`config.mk`:
```
export PLATFORM = sky130hd
export DESIGN_NAME = ycbcr_to_rgb
export DESIGN_NICKNAME = d
export VERILOG_FILES = /design/src/rtl/ycc_pkg.sv /design/src/rtl/ycc_delay_line.sv /design/src/rtl/ycc_offset_stage.sv /design/src/rtl/ycc_matrix_stage.sv /design/src/rtl/ycc_clamp_stage.sv /design/src/rtl/ycbcr_to_rgb.sv
export SDC_FILE = /design/constraint.sdc
export NUM_CORES = 1
export LEC_CHECK = 0
export CAP_MARGIN = 10
export CORE_ASPECT_RATIO = 0.5
export CORE_MARGIN = 2
export CORE_UTILIZATION = 60
export DETAILED_ROUTE_END_ITERATION = 8
export DONT_BUFFER_PORTS = 1
export PLACE_DENSITY = 0.76
export SKIP_CTS_REPAIR_TIMING = 1
export SLEW_MARGIN = 20
export SYNTH_ARGS = -nofsm -noshare
export SYNTH_HDL_FRONTEND = slang
export SYNTH_HIERARCHICAL = 1
export SYNTH_SLANG_ARGS = --single-unit
```
`constraint.sdc`:
```
create_clock -name clk_i -period 11.6 [get_ports clk_i]
set_input_delay 1.16 -clock clk_i [delete_from_list [all_inputs] [get_ports clk_i]]
set_output_delay 1.16 -clock clk_i [all_outputs]
set_load 0.05 [all_outputs]
```
`src/rtl/ycc_pkg.sv`:
```
package ycc_pkg;
  localparam int PIX_W    = 8;
  localparam int DIFF_W   = PIX_W + 1;
  localparam int FRAC_SH  = 11;
  localparam int COEF_W   = 14;
  localparam int ACC_W    = 22;
  localparam int PIPE_LAT = 3;

  localparam int Y_OFS = 16;
  localparam int C_OFS = 128;

  localparam int K_Y    = 2384;
  localparam int K_R_CR = 3269;
  localparam int K_G_CR = 1665;
  localparam int K_G_CB = 803;
  localparam int K_B_CB = 4131;

  typedef logic signed [DIFF_W-1:0] diff_t;
  typedef logic signed [ACC_W-1:0]  acc_t;
  typedef logic [PIX_W-1:0]         pix_t;
endpackage

```
`src/rtl/ycc_delay_line.sv`:
```
module ycc_delay_line #(
  parameter int W     = 1,
  parameter int DEPTH = 3
) (
  input  logic         clk_i,
  input  logic         rst_ni,
  input  logic [W-1:0] d_i,
  output logic [W-1:0] q_o
);
  logic [W-1:0] tap [DEPTH+1];
  assign tap[0] = d_i;

  for (genvar s = 0; s < DEPTH; s++) begin : g_stage
    always_ff @(posedge clk_i or negedge rst_ni) begin
      if (!rst_ni) tap[s+1] <= '0;
      else         tap[s+1] <= tap[s];
    end
  end

  assign q_o = tap[DEPTH];
endmodule

```
`src/rtl/ycc_offset_stage.sv`:
```
module ycc_offset_stage
  import ycc_pkg::*;
(
  input  logic  clk_i,
  input  logic  rst_ni,
  input  pix_t  y_i,
  input  pix_t  cb_i,
  input  pix_t  cr_i,
  output diff_t ys_o,
  output diff_t cbs_o,
  output diff_t crs_o
);
  localparam diff_t YO = diff_t'(Y_OFS);
  localparam diff_t CO = diff_t'(C_OFS);

  always_ff @(posedge clk_i or negedge rst_ni) begin
    if (!rst_ni) begin
      ys_o  <= '0;
      cbs_o <= '0;
      crs_o <= '0;
    end else begin
      ys_o  <= $signed({1'b0, y_i})  - YO;
      cbs_o <= $signed({1'b0, cb_i}) - CO;
      crs_o <= $signed({1'b0, cr_i}) - CO;
    end
  end
endmodule

```
`src/rtl/ycc_matrix_stage.sv`:
```
module ycc_matrix_stage
  import ycc_pkg::*;
(
  input  logic  clk_i,
  input  logic  rst_ni,
  input  diff_t ys_i,
  input  diff_t cbs_i,
  input  diff_t crs_i,
  output acc_t  r_acc_o,
  output acc_t  g_acc_o,
  output acc_t  b_acc_o
);
  localparam acc_t CY  = acc_t'(K_Y);
  localparam acc_t CRR = acc_t'(K_R_CR);
  localparam acc_t CGR = acc_t'(K_G_CR);
  localparam acc_t CGB = acc_t'(K_G_CB);
  localparam acc_t CBB = acc_t'(K_B_CB);

  acc_t y_x, cb_x, cr_x;
  acc_t py, prr, pgr, pgb, pbb;

  // sign-extend offset-corrected samples to accumulator width
  assign y_x  = {{(ACC_W-DIFF_W){ys_i[DIFF_W-1]}},  ys_i};
  assign cb_x = {{(ACC_W-DIFF_W){cbs_i[DIFF_W-1]}}, cbs_i};
  assign cr_x = {{(ACC_W-DIFF_W){crs_i[DIFF_W-1]}}, crs_i};

  assign py  = y_x  * CY;
  assign prr = cr_x * CRR;
  assign pgr = cr_x * CGR;
  assign pgb = cb_x * CGB;
  assign pbb = cb_x * CBB;

  always_ff @(posedge clk_i or negedge rst_ni) begin
    if (!rst_ni) begin
      r_acc_o <= '0;
      g_acc_o <= '0;
      b_acc_o <= '0;
    end else begin
      r_acc_o <= py + prr;
      g_acc_o <= py - pgr - pgb;
      b_acc_o <= py + pbb;
    end
  end
endmodule

```
`src/rtl/ycc_clamp_stage.sv`:
```
module ycc_clamp_stage
  import ycc_pkg::*;
(
  input  logic clk_i,
  input  logic rst_ni,
  input  acc_t acc_i,
  output pix_t pix_o
);
  localparam acc_t HALF = acc_t'(1 << (FRAC_SH - 1));
  localparam acc_t PMAX = acc_t'((1 << PIX_W) - 1);

  acc_t rnd, shr;
  pix_t sat;

  assign rnd = acc_i + HALF;
  assign shr = rnd >>> FRAC_SH;

  always_comb begin
    if (shr[ACC_W-1])   sat = '0;
    else if (shr > PMAX) sat = '1;
    else                sat = shr[PIX_W-1:0];
  end

  always_ff @(posedge clk_i or negedge rst_ni) begin
    if (!rst_ni) pix_o <= '0;
    else         pix_o <= sat;
  end
endmodule

```
`src/rtl/ycbcr_to_rgb.sv`:
```
module ycbcr_to_rgb
  import ycc_pkg::*;
#(
  parameter int SB_W = 2
) (
  input  logic            clk_i,
  input  logic            rst_ni,
  input  logic            valid_i,
  input  logic [7:0]      y_i,
  input  logic [7:0]      cb_i,
  input  logic [7:0]      cr_i,
  input  logic [SB_W-1:0] side_i,
  output logic            valid_o,
  output logic [7:0]      r_o,
  output logic [7:0]      g_o,
  output logic [7:0]      b_o,
  output logic [SB_W-1:0] side_o
);
  localparam int TAG_W = SB_W + 1;

  diff_t ys, cbs, crs;
  acc_t  acc [3];
  pix_t  pix [3];

  ycc_offset_stage i_ofs (
    .clk_i, .rst_ni,
    .y_i, .cb_i, .cr_i,
    .ys_o(ys), .cbs_o(cbs), .crs_o(crs)
  );

  ycc_matrix_stage i_mat (
    .clk_i, .rst_ni,
    .ys_i(ys), .cbs_i(cbs), .crs_i(crs),
    .r_acc_o(acc[0]), .g_acc_o(acc[1]), .b_acc_o(acc[2])
  );

  for (genvar c = 0; c < 3; c++) begin : g_chan
    ycc_clamp_stage i_clamp (
      .clk_i, .rst_ni,
      .acc_i(acc[c]),
      .pix_o(pix[c])
    );
  end

  assign r_o = pix[0];
  assign g_o = pix[1];
  assign b_o = pix[2];

  ycc_delay_line #(.W(TAG_W), .DEPTH(PIPE_LAT)) i_tag (
    .clk_i, .rst_ni,
    .d_i({valid_i, side_i}),
    .q_o({valid_o, side_o})
  );
endmodule

```
Word level (Yosys, flattened, before mapping)
Index checks and enable logic that the tools add are counted.
Word-level totals
  register bits after elaboration: 126
  input bits: 29
  output and inout port bits: 27
  word-level logic and storage cells: 36
Operators by class
  add/sub/neg operators: 10
  $mul: 5
  $lt $le $gt $ge: 3
  multiplexer cells: 6
Operators with widths (count)
  $add A22 B12 Y22 const B: 3
  $mux W8: 6
  $add A22 B22 Y22: 2
  $sub A22 B22 Y22: 2
  $gt A11 B9 Y1 const B: 3
  $mul A9 B13 Y22 const B: 1
  $mul A9 B14 Y22 const B: 1
  $mul A9 B12 Y21 const B: 1
  $mul A9 B11 Y20 const B: 1
  $mul A9 B9 Y18 const B: 1
  $sub A8 B8 Y9 const B: 2
  $sub A8 B5 Y9 const B: 1

Longest topological paths before layout
  depth after elaboration: 4
  gate-level depth with buffers: 31
  mapped depth without buffers: 31

Hierarchy
Netlist, hierarchy kept.
Modules (own cells, without submodules)
  ycc_matrix_stage: instances 1, cells each 1143, area each 11403.4 µm², seq. area each 1651.6 µm²
  ycc_clamp_stage: instances 3, cells each 44, area each 478.0 µm², seq. area each 200.2 µm²
  ycc_offset_stage: instances 1, cells each 37, area each 706.9 µm², seq. area each 625.6 µm²
  ycc_delay_line: instances 1, cells each 12, area each 247.7 µm², seq. area each 225.2 µm²

Worst setup path before layout
OpenSTA, ideal clock, no wires.
  path kind: register to register
  from: register i_ofs.ys_o[8]
  to: register i_mat.g_acc_o[21]
  setup time: 0.124 ns
  arrival time: 6.681 ns
  slack: 4.795 ns
  stages on the path, launching flop included: 29
  buffers on the path: 0
  period minus slack after synthesis: 6.805 ns
  path through: dfrtp_1 > ha_1 > ha_1 > inv_1 > fa_1 > fa_1 > inv_1 > ha_1 > o21a_1 > o31a_2 > o21ai_0 > nand2b_1 > xor2_1 > inv_1 > ha_1 > fa_1 > fa_1 > inv_1 > fa_1 > inv_1 > ha_1 > inv_1 > ha_1 > nand2_1 > or3_1 > o21ai_1 > nand2b_1 > a21oi_1 > xnor2_1
Between the ends
  word-level cells in the longest chain between the ends: 3
RTL lines
  start, declared: RTL line ycc_offset_stage.sv:9  | output diff_t ys_o,
  start signal, assigned: RTL line ycc_offset_stage.sv:22  | ys_o <= $signed({1'b0, y_i}) - YO;
  $mul A9 B9 Y18: RTL line ycc_matrix_stage.sv:27  | assign py = y_x * CY;
  $sub A22 B22 Y22 (2 in a row): RTL line ycc_matrix_stage.sv:40  | g_acc_o <= py - pgr - pgb;
  end signal, assigned: RTL line ycc_matrix_stage.sv:40
  end, declared: RTL line ycc_matrix_stage.sv:10  | output acc_t g_acc_o,
Every way passes these cells.

Worst setup path in the final report
Same ends and word-level chain as after synthesis.

==> results.ini <==
[worst_setup_path]
start_kind = flip-flop
cp.arrival_ns = 7.95
cp_slowest_cell = dfrtp_1
max_stage_delay_ns = 0.67
critPathKind = reg -> reg
worstPathRequired_ns = 11.89
worstSetupEndpointType = flip-flop
crit_path_max_fanout = 13

[timing]
setup_ws_ns = 3.94
setup_tns_ns = 0
drv_slew = 0
period_minus_slack_ns = 7.66
setup_viol = 0
fin_skew_ns = 0.00965
slew_headroom_pct = 43.7
max_freq_mhz = 131
worst_pin_slew_ns = 0.844
rsz0062_at_grt = no
finalCritPeriodShare_pct = 66.0
whs_ns = 0.348
hold_viol = 0

[yosys]
yosys_warnings = 6
syn_inst = 1262
syn_area_sq_um = 12800
synth_nets = 1721
synth_area_per_cell_sq_um = 10.2

[job]
cap_violations = 0

[cts]
cts_made_buffers = 9
worst_skew_pair.late_latency_ns = 0.37
clock_sinks = 94
cts_tree = yes
cts-root-buf = clkbuf_16
clk_pin_slew_ns = 0.06
clockBufferDepth = 2
htreeDepth = 3

[floorplan]
die_h_microns = 107
core-area_sq_um = 20800
ios = 56
start_util_pct = 61.8
die_w_microns = 211
num_rows = 37
die_area_sq_um = 22700

[placement]
place_inst = 1531
numPortBuffers = 0
detailed_place_hpwl_mm = 22.2
pre_cts_slack_ns = 4.01
gp_congestion = 0.900

[global_routing]
grt_antenna_before_repair = 0
track_usage_pct = 25.9
grt_max_degree = 95
grt_pass1_vias = 8878
grt_first_pass_wirelength_mm = 44.5
overflow = 0

[routing]
routed_wl_mm = 26.4
avgViaCountPerCell = 5.34
vias = 8248
route.detailed.drc = 0
antenna_left = 0
wl_per_cell_microns = 17.1
drt_iter0_drc = 441
first_pass_iters = 5

[layout]
final_nets = 1728
fillCellCount = 1644
instances_no_fill = 1546
area_growth_pct = 4.87
n_antenna_cell = 0
drive_gt1_share_pct = 4.24

[outcome]
outcome = complete, no violations

[hold_path]
worstHoldPathType = reg -> reg

cells in the final DEF (no fill, tap or decap), types with 3 or more instances in the layout:
| master | n |
|---|---|
| a21o_1 | 19 |
| mux2i_1 | 5 |
| nand2_1 | 34 |
| nor4_4 | 3 |
| a211oi_1 | 8 |
| dfrtp_1 | 94 |
| xor2_1 | 29 |
| or2_2 | 3 |
| o211ai_1 | 7 |
| nand2b_1 | 10 |
| xnor2_1 | 59 |
| a41oi_1 | 3 |
| nand4_2 | 3 |
| nor2_1 | 40 |
| o31a_1 | 6 |
| fa_1 | 138 |
| clkbuf_16 | 9 |
| xor2_2 | 4 |
| and3_2 | 3 |
| a21oi_1 | 58 |
| o21bai_1 | 3 |
| nand4_4 | 3 |
| nor2b_1 | 4 |
| nand3_1 | 14 |
| o21a_1 | 9 |
| a31o_4 | 3 |
| ha_1 | 292 |
| nor3_1 | 9 |
| inv_1 | 334 |
| and3_1 | 4 |
| buf_4 | 3 |
| o21ai_0 | 22 |
per-layer routing:
metal / vias to the layer above / wire (microns) / track usage, %
li1: 4021 / - / -
met1: 4040 / 12800 / 35.7
met2: 160 / 11700 / 41.8
met3: 27 / 1500 / 5.69
met4: 0 / 388 / 6.29
met5: - / 0 / 0
critical path, delay by kind of cell, from the launching register on:
| family | cells | cell delay, ns |
|---|---|---|
| buffers and inverters | 6 | 0.36 |
| xor gates and xnor gates | 2 | 0.57 |
| and+or+nand+nor | 4 | 0.65 |
| AOI/OAI and AO/OA | 5 | 0.89 |
| adders and majority gates | 11 | 4.42 |
| DFF | 1 | 0.67 |
stage by stage:
stage,cell area [sq um],util (%)
finish,13500,64.8
global route,13500,64.8
CTS,13500,64.8
detailed placement,13200,63.3
global placement,13200,63.3
floorplan,12800,-
state kept, by name (all words and copies together) (netlist names):
register and flops:
g_chan.i_clamp/pix_o 24, i_mat/b_acc_o 12, i_mat/g_acc_o 12, i_mat/r_acc_o 12
i_ofs/cbs_o 8, i_ofs/crs_o 8, i_ofs/ys_o 9, i_tag/q_o 3
i_tag/tap 6
worst paths after layout:
| kind | from | to | slack [ns] | depth (start not counted) |
|---|---|---|---|---|
| min in group asynchronous | rst_ni | i_ofs/ys_o[2] | 0.48 | 0 |
| max in group asynchronous | rst_ni | i_mat/g_acc_o[13] | 10.96 | 0 |
| hold / removal | i_tag/tap[8] | i_tag/tap[5] | 0.35 | 0 |
| setup / recovery | i_ofs/ys_o[8] | i_mat/g_acc_o[21] | 3.94 | 28 |
| setup reg to reg | i_ofs/ys_o[8] | i_mat/g_acc_o[21] | 3.94 | 28 |
| hold reg to reg | i_tag/tap[8] | i_tag/tap[5] | 0.35 | 0 |
area by class of cell:
type / count / area (sq um) / area share (%)
well taps: 273 / 342 / 2.54
inverters: 334 / 1250 / 9.31
repair buffers: 3 / 22.5 / 0.167
flip-flops and latches: 94 / 2350 / 17.5
clock inverters: 4 / 53.8 / 0.399
clock buffers: 11 / 253 / 1.88
multi-input cells: 827 / 9190 / 68.2
Power is left out: the tool's default activity adds up to more than one toggle a clock period on the data nets, which glitch-free logic cannot reach.
